===== src/rtl/abr_pkg.sv =====
package abr_pkg;

  localparam int SYNC_BIT_TIMES = 9;
  localparam int FRAME_BITS     = 11;
  localparam logic [7:0] ACK_BYTE = 8'h79;

  typedef enum logic [2:0] {
    MS_IDLE,
    MS_LOW1,
    MS_HIGH1,
    MS_LOW2,
    MS_LOCKED
  } meas_st_e;

  // 8 data bits, even parity, one stop bit; bit 0 goes on the line first.
  function automatic logic [FRAME_BITS-1:0] frame_8e1(input logic [7:0] d);
    return {1'b1, ^d, d, 1'b0};
  endfunction

endpackage


===== src/rtl/abr_edge.sv =====
module abr_edge #(
  parameter int STAGES = 2
) (
  input  logic clk,
  input  logic rst,
  input  logic rx,
  output logic fall,
  output logic rise
);
  logic [STAGES:0] sr;

  always_ff @(posedge clk) begin
    if (rst) sr <= '1;
    else     sr <= {sr[STAGES-1:0], rx};
  end

  assign fall = sr[STAGES] & ~sr[STAGES-1];
  assign rise = ~sr[STAGES] & sr[STAGES-1];
endmodule


===== src/rtl/abr_measure.sv =====
module abr_measure
  import abr_pkg::*;
#(
  parameter int MIN_CNT = 36,
  parameter int MAX_CNT = 1800,
  parameter int CNT_W   = 11
) (
  input  logic             clk,
  input  logic             rst,
  input  logic             fall,
  input  logic             rise,
  output logic [CNT_W-1:0] div_o,
  output logic             locked_o,
  output logic             go_o,
  output logic             active_o
);
  localparam logic [CNT_W-1:0] CNT_CAP = CNT_W'(MAX_CNT);
  localparam logic [CNT_W-1:0] CNT_LOW = CNT_W'(MIN_CNT - 1);
  localparam logic [CNT_W-1:0] DIV_FLOOR = CNT_W'((MIN_CNT + SYNC_BIT_TIMES/2) / SYNC_BIT_TIMES);

  meas_st_e         state;
  logic [CNT_W-1:0] cnt;

  // cnt holds T-1 when the closing edge arrives; rounding of T/9 to nearest.
  function automatic logic [CNT_W-1:0] round_div(input logic [CNT_W-1:0] c);
    logic [CNT_W:0] w;
    w = ({1'b0, c} + (CNT_W+1)'(SYNC_BIT_TIMES/2 + 1)) / (CNT_W+1)'(SYNC_BIT_TIMES);
    return CNT_W'(w);
  endfunction

  always_ff @(posedge clk) begin
    if (rst) begin
      state    <= MS_IDLE;
      cnt      <= '0;
      div_o    <= '0;
      locked_o <= 1'b0;
      go_o     <= 1'b0;
    end else begin
      go_o <= 1'b0;
      case (state)
        MS_IDLE: begin
          if (fall) begin
            cnt   <= '0;
            state <= MS_LOW1;
          end
        end
        MS_LOW1, MS_HIGH1, MS_LOW2: begin
          if (cnt >= CNT_CAP) begin
            state <= MS_IDLE;
          end else begin
            cnt <= cnt + CNT_W'(1);
            if (state == MS_LOW1 && rise)       state <= MS_HIGH1;
            else if (state == MS_HIGH1 && fall) state <= MS_LOW2;
            else if (state == MS_LOW2 && rise) begin
              if (cnt >= CNT_LOW) begin
                div_o    <= round_div(cnt);
                locked_o <= 1'b1;
                go_o     <= 1'b1;
                state    <= MS_LOCKED;
              end else begin
                state <= MS_IDLE;
              end
            end
          end
        end
        MS_LOCKED: state <= MS_LOCKED;
        default:   state <= MS_IDLE;
      endcase
    end
  end

  assign active_o = (state == MS_LOW1) || (state == MS_HIGH1) || (state == MS_LOW2);

  a_r4_count_capped: assert property (@(posedge clk) disable iff (rst)
    active_o |-> (cnt <= CNT_CAP));
  a_r7_lock_holds: assert property (@(posedge clk) disable iff (rst)
    locked_o |=> (locked_o && $stable(div_o)));
  a_r3_div_floor: assert property (@(posedge clk) disable iff (rst)
    $rose(locked_o) |-> (div_o >= DIV_FLOOR));
  a_r2_single_go: assert property (@(posedge clk) disable iff (rst)
    go_o |=> !go_o);
endmodule


===== src/rtl/abr_tx.sv =====
module abr_tx
  import abr_pkg::*;
#(
  parameter int         CNT_W = 11,
  parameter logic [7:0] DATA  = ACK_BYTE
) (
  input  logic             clk,
  input  logic             rst,
  input  logic             start,
  input  logic [CNT_W-1:0] div,
  output logic             tx_o,
  output logic             busy_o
);
  localparam int LEFT_W = $clog2(FRAME_BITS);
  localparam logic [FRAME_BITS-1:0] FRAME = frame_8e1(DATA);

  logic [FRAME_BITS-2:0] shreg;
  logic [LEFT_W-1:0]     left;
  logic [CNT_W-1:0]      baud;

  always_ff @(posedge clk) begin
    if (rst) begin
      tx_o   <= 1'b1;
      busy_o <= 1'b0;
      shreg  <= '0;
      left   <= '0;
      baud   <= '0;
    end else if (!busy_o) begin
      if (start) begin
        tx_o   <= FRAME[0];
        shreg  <= FRAME[FRAME_BITS-1:1];
        left   <= LEFT_W'(FRAME_BITS - 1);
        baud   <= '0;
        busy_o <= 1'b1;
      end
    end else if (baud == div - CNT_W'(1)) begin
      baud <= '0;
      if (left == '0) begin
        busy_o <= 1'b0;
      end else begin
        tx_o  <= shreg[0];
        shreg <= shreg >> 1;
        left  <= left - LEFT_W'(1);
      end
    end else begin
      baud <= baud + CNT_W'(1);
    end
  end

  a_r8_idle_high: assert property (@(posedge clk) disable iff (rst)
    !busy_o |-> tx_o);
  a_r5_baud_in_range: assert property (@(posedge clk) disable iff (rst)
    busy_o |-> (baud < div));
  a_r5_start_low: assert property (@(posedge clk) disable iff (rst)
    $rose(busy_o) |-> !tx_o);
endmodule


===== src/rtl/autobaud_sync.sv =====
module autobaud_sync #(
  parameter int MIN_CNT     = 36,
  parameter int MAX_CNT     = 9 * 4096,
  parameter int CNT_W       = $clog2(MAX_CNT + 1),
  parameter int SYNC_STAGES = 2
) (
  input  logic             clk,
  input  logic             rst,
  input  logic             rx_i,
  output logic [CNT_W-1:0] div_o,
  output logic             locked_o,
  output logic             tx_o,
  output logic             busy_o
);
  logic fall, rise, go, active, tx_busy;

  abr_edge #(.STAGES(SYNC_STAGES)) u_edge (
    .clk(clk), .rst(rst), .rx(rx_i), .fall(fall), .rise(rise)
  );

  abr_measure #(.MIN_CNT(MIN_CNT), .MAX_CNT(MAX_CNT), .CNT_W(CNT_W)) u_meas (
    .clk(clk), .rst(rst), .fall(fall), .rise(rise),
    .div_o(div_o), .locked_o(locked_o), .go_o(go), .active_o(active)
  );

  abr_tx #(.CNT_W(CNT_W)) u_tx (
    .clk(clk), .rst(rst), .start(go), .div(div_o),
    .tx_o(tx_o), .busy_o(tx_busy)
  );

  assign busy_o = active | go | tx_busy;

  a_r6_busy_at_lock: assert property (@(posedge clk) disable iff (rst)
    $rose(locked_o) |-> busy_o);
endmodule


===== config.mk =====
export PLATFORM = sky130hd
export DESIGN_NAME = autobaud_sync
export DESIGN_NICKNAME = d
export VERILOG_FILES = /design/src/rtl/abr_pkg.sv /design/src/rtl/abr_edge.sv /design/src/rtl/abr_measure.sv /design/src/rtl/abr_tx.sv /design/src/rtl/autobaud_sync.sv
export SDC_FILE = /design/constraint.sdc
export NUM_CORES = 1
export LEC_CHECK = 0
export BUFFER_PORTS_ARGS = -buffer_cell sky130_fd_sc_hd__buf_2
export CAP_MARGIN = 20
export CORE_ASPECT_RATIO = 0.8
export CORE_UTILIZATION = 45
export DETAILED_ROUTE_END_ITERATION = 16
export HOLD_SLACK_MARGIN = 0.12
export PLACE_DENSITY = 0.73
export SYNTH_ARGS = -nofsm -noshare
export SYNTH_HDL_FRONTEND = slang
export SYNTH_SLANG_ARGS = --single-unit

===== constraint.sdc =====
create_clock -name clk -period 8.1 [get_ports clk]
set_input_delay 1.62 -clock clk [delete_from_list [all_inputs] [get_ports clk]]
set_output_delay 1.62 -clock clk [all_outputs]
set_load 0.01 [all_outputs]

== Word-level counts from Yosys, hierarchy flattened ==
Cells that the tools add are included.
Operators by class
  mux-type cells: 30
  reductions and logical operators: 15
  bitwise operators: 11
  equality and inequality tests: 10
  $add $sub $neg: 5
  order comparisons: 2
  div/mod/pow operators: 1
Operators by type and width (count)
  $mux 16: 5
  $mux 10: 4
  $add 16x1->16 const B: 2
  $pmux 16 s2: 1
  $mux 3: 6
  $add 16x3->17 const B: 1
  $div 17x4->17 const B: 1
  $eq 16x16->1: 1
  $ge 16x16->1 const B: 1
  $ge 16x6->1 const B: 1
  $mux 4: 4
  $sub 16x1->16 const B: 1
  $mux 1: 9
  $pmux 3 s3: 1
  $not 1->1: 7
  $eq 3x2->1 const B: 2
  $ne 2x2->1 const B: 3
  $reduce_and 3->1: 2
  $reduce_and 6->1: 1
  $reduce_or 6->1: 1
  $ne 5x1->1 const B: 1
  $logic_not 4->1: 1
  $reduce_bool 2->1: 2
  $sub 4x1->4 const B: 1
  10 further kinds: 15
Storage, ports and cells
  bits in registers: 72
  input port bits: 3
  logic and storage cells: 85

== Longest topological paths before layout ==
  depth in word-level cells: 8
  gate-level depth with buffers: 33
  gate-level depth less buffers: 29

== Hierarchy ==
From an unflattened synthesis, not the netlist that was laid out.
Unflattened totals
  cell total of the unflattened synthesis: 805
  area, all modules: 6333.6 um^2
Modules (own cells, without submodules)
  abr_measure: instances 1, cells each 501, area an instance 3935.0 um^2
  abr_tx: instances 1, cells each 295, area an instance 2299.7 um^2
  abr_edge: instances 1, cells each 8, area an instance 92.6 um^2
  autobaud_sync: instances 1, cells each 1, area an instance 6.3 um^2

== Worst setup path before layout ==
Ideal clock, no wire load.
  path type: reg-to-reg
  from: reg u_meas.cnt[0]
  to: reg u_meas.div_o[0]
  stages on the path, launching flop included: 32
  arrival time: 7.090 ns
  required time: 8.026 ns
  slack: 0.936 ns
  cell sequence: dfxtp_1 ha_1 buf_6 o2111ai_4 nor4_2 nor3_1 a221oi_1 a32oi_4 nor2b_1 o31ai_2 or2_2 o21ai_1 nor3_2 or3_1 mux2i_1 buf_2 a221o_1 o211a_1 mux2_4 nor3_4 a211o_4 a21oi_2 or3_1 buf_6 a211o_1 o21a_1 ha_1 and4_1 o2111a_1 a221oi_1 nand3_1 a31oi_1
Between the ends
  longest elaborated chain between the ends: 3
  elaborated cells between the ends (all ways): 6
  classes of those cells: 1 x add/sub; 1 x div; 2 x order compare; 1 x bitwise; 1 x reduce/logical
Ends and longest elaborated chain
  from (decl): line abr_measure.sv:22  | logic [CNT_W-1:0] cnt;
  from (signal assigned): line abr_measure.sv:51  | cnt <= cnt + CNT_W'(1);
  parallel branches: the longest is 3 deep, another holds $add 16x3->17
  to (signal assigned): line abr_measure.sv:56  | div_o <= round_div(cnt);
  to (decl): line abr_measure.sv:12  | output logic [CNT_W-1:0] div_o,
Several ways; the timed one is not identified.
A chain may end at the register's enable or synchronous reset.

== Worst setup path after layout ==
  from: reg u_meas.cnt[7]
  to: reg u_meas.div_o[0]
The elaborated chain is that of the path after synthesis.

==> results.yml <==
min_path:
  timing.hold.worst.class: "flip-flop to flip-flop"
clock_tree:
  tritoncts: "done"
  clock_sink_count: 70
  worst_skew_pair.late_latency_ns: 0.34
  cts.hold.buffers_added: 0
  ctsRootBufferMaster: "clkbuf_16"
  clkSlewWorstSetupHoldPaths_ns: 0.06
  cts_buffer_depth: 2
  cts_buffers: 9
  cts-htree-levels: 3
sta:
  maxClockFrequency_mhz: 131
  report.final.setup_viol: 0
  finalClockSkew_ns: 0.00891
  final-max-slew-violation-count: 0
  worst_slew_pin_slew_ns: 1.11
  post-route-min-period_ns: 7.66
  final_cycle_utilization_of_the_critical_path_pct: 94.6
  finalHoldViolations: 0
  relSlewSlack_pct: 25.6
cells_and_area:
  n_antenna_cell: 0
  syn_to_final_growth_pct: 12.2
  post_route_cells_drive_above_1_share_pct: 17.8
  final_cell_mix: "nor2_1, a21oi_1, dfxtp_1"
  finalCoreUtilization_pct: 51.7
  fin_area_sq_mm: 0.00665
  num-nets-final: 793
  multi_input_comb_area_sq_mm: 0.00441
  number_of_inserted_filler_cells_in_the_final_layout: 1228
  mostFrequentLayoutCell: "nor2_1"
  ff_latch_area_sq_mm: 0.00141
detailed_routing:
  route.detailed.drc: 0
  vias: 5900
  detail_route.vias_per_cell: 6.13
  wire_length_reported_by_the_detailed_router_microns: 14900
  drt_iter0_drc: 607
  drtPass1Iterations: 5
  detail-route-antenna-nets: 0
  routedWlPerCell_microns: 15.5
placement:
  dpl-instance-area_sq_mm: 0.00615
  placement.io_buffers: 19
  gp_routability_congestion: 0.933
  detailedPlacementHpwl_microns: 10700
floorplanning:
  fp.coreArea_sq_mm: 0.0129
  die_area_sq_mm: 0.0136
  die_y_microns: 105
  ios: 22
  fp-row-count: 37
  floorplan.die.width_microns: 130
  floorplan.initialDensity_pct: 46.1
worst_setup_path:
  required_time_of_the_critical_path_ns: 8.36
  crit_cells: 28
  timing.critical_path.arrival_ns: 7.92
  timing.critical_path.to_type: "flip-flop"
  crit-reg2reg-capture: "u_meas.div_o[0]$_SDFFE_PP0P_"
  worst-path-buf-inv: 0
  critPathKind: "flip-flop to flip-flop"
  crit_path_start: "u_meas.cnt[7]$_SDFFE_PP0P_"
  worst_path_max_delay_cell: "or4_4"
  worstPathMaxFanout: 10
  critical_path.startpoint_type: "flip-flop"
  worst_setup_path_endpoint: "u_meas.div_o[0]$_SDFFE_PP0P_"
  worstRegToRegCells: 28
  r2r_slack_ns: 0.44
  critical-path-top-delay-family: "compound AO/OA/AOI/OAI gates"
  regToRegStartpoint: "u_meas.cnt[7]$_SDFFE_PP0P_"
  max_stage_delay_ns: 0.56
job:
  timing.max_cap.violations: 0
grt:
  grt_pass1_wl_microns: 24300
  vias_in_the_first_global_route: 4916
  grt_start_max_net_pins: 58
  initial_antenna_violation_count: 0
  grtUsageTotal_pct: 21.6
  grt-ovfl-total: 0
outcome:
  outcome: "complete, no violations"
yosys:
  ys_seq_elements: 70
  asyncSetResetFlopFracSynth_pct: 0
  syn_inst: 773
  synth_area_sq_mm: 0.00593
  synth_ff_type: "dfxtp_1"
  synth_warnings: 0
  yosysSeqAreaShare_pct: 23.6
  synth_enable_flop_cells: 0
  ys_types: 95
  post_synth.cell_area_avg_sq_um: 7.67
power_and_ir_drop:
  p_leak_nw: 2.43
  ir_worst_vdd_v: 0.000113
  report.power.total_mw: 0.736
  p_per_area_mw_per_mm2: 111
-- power by group --
| part | leakage (nW) | total (mW) | switching [mW] | internal (mW) |
|---|---|---|---|---|
| sequential | 0.570 | 0.349 | 0.00247 | 0.347 |
| combinational | 1.73 | 0.0231 | 0.0161 | 0.00701 |
| clock | 0.135 | 0.364 | 0.149 | 0.215 |
| total | 2.43 | 0.736 | 0.167 | 0.569 |
-- cells in the mapped netlist (all sizes together), types with 8 or more instances --
library cell | n | area [sq um]
xnor2 | 29 | 262
clkbuf | 27 | 103
nor2 | 99 | 372
xor2 | 23 | 201
nor3b | 13 | 103
mux2i | 9 | 93.8
a22oi | 8 | 60.1
and3 | 20 | 125
a311oi | 15 | 144
buf | 16 | 108
nor3 | 27 | 161
o21ai | 60 | 304
nand2 | 43 | 161
a31oi | 8 | 50.1
ha | 8 | 100
a21oi | 65 | 340
or2 | 10 | 62.6
and2 | 8 | 50.1
dfxtp | 70 | 1400
a211oi | 20 | 160
nand2b | 10 | 62.6
nand4 | 8 | 86.3
inv | 17 | 63.8
nand3 | 26 | 135
or3 | 12 | 80.1
nor4 | 11 | 103
-- registers in the layout, summed over array words and instances (netlist names) --
name,count
u_tx.left,4
u_tx.busy_o,1
u_tx.tx_o,1
u_tx.baud,16
u_meas.state,3
u_meas.div_o,14
u_meas.go_o,1
u_edge.sr,3
u_tx.shreg,10
u_meas.locked_o,1
u_meas.cnt,16
-- how the worst min path moves through the flow --
| stage | from | to | cells after the start |
|---|---|---|---|
| after floorplan | u_edge.sr[0]$_SDFF_PP1_ | u_edge.sr[1]$_SDFF_PP1_ | 1 |
| after global placement | u_edge.sr[0]$_SDFF_PP1_ | u_edge.sr[1]$_SDFF_PP1_ | 1 |
| after detailed placement | u_edge.sr[0]$_SDFF_PP1_ | u_edge.sr[1]$_SDFF_PP1_ | 1 |
| after CTS | u_edge.sr[0]$_SDFF_PP1_ | u_edge.sr[1]$_SDFF_PP1_ | 1 |
| after global routing | u_edge.sr[0]$_SDFF_PP1_ | u_edge.sr[1]$_SDFF_PP1_ | 1 |
| final | u_edge.sr[0]$_SDFF_PP1_ | u_edge.sr[1]$_SDFF_PP1_ | 1 |
-- routing by layer --
layer | wire length, microns | global-route usage, % | vias up | part of all wire (%)
met3 | 1030 | 3.79 | 13 | 6.9
met4 | 151 | 3.65 | 0 | 1.0
met2 | 6230 | 30.7 | 223 | 42
li1 | - | - | 2916 | -
met5 | 0 | 0 | - | 0
met1 | 7460 | 33.6 | 2748 | 50
-- logic make-up (layout without fill, tap and decap cells) --
group | count (synthesis) | count (layout) | synth area share (%)
and+or+nand+nor | 307 | 307 | 28.1
AOI/OAI and AO/OA | 260 | 260 | 31.3
DFF | 70 | 70 | 23.6
buffers and inverters | 60 | 73 | 4.62
xor gates and xnor gates | 52 | 52 | 7.81
muxes | 14 | 14 | 2.60
adders and majority gates | 9 | 9 | 1.88
other | 1 | 2 | 0.0633
-- repair_timing --
action / 4_1_cts / 5_1_grt
setup endpoints to repair: 0 / 2
buffers inserted: 0 / 4
gates resized for setup: 0 / 40
-- final cells by class --
| class | instances | share of cell area, % |
|---|---|---|
| clock buffers | 11 | 3.65 |
| clock inverters | 5 | 0.527 |
| inverters | 17 | 0.959 |
| multi-input cells | 644 | 66.3 |
| flip-flops and latches | 70 | 21.3 |
| well taps | 175 | 3.29 |
| repair buffers | 40 | 3.99 |
-- metrics by stage --
| stage | worst slack, ns | cells | hold WS, ns | setup TNS [ns] |
|---|---|---|---|---|
| floorplan | 0.936 | 774 | 0.389 | 0 |
| global placement | 0.431 | 940 | 0.412 | 0 |
| detailed placement | 0.309 | 940 | 0.419 | 0 |
| CTS | 0.230 | 956 | 0.432 | 0 |
| global route | -0.0236 | 962 | 0.442 | -0.0236 |
| finish | 0.440 | 962 | 0.427 | 0 |
-- worst register-to-register path: cells and delay by family, from the launching register on --
| kind | cells | cell delay, ns |
|---|---|---|
| AO/OA/AOI/OAI | 15 | 3.61 |
| flip-flops | 1 | 0.50 |
| AND/OR/NAND/NOR | 10 | 2.65 |
| multiplexers | 2 | 0.61 |
| adder cells (fa/ha/maj) | 1 | 0.22 |
Power figures use the tool's default switching activity.
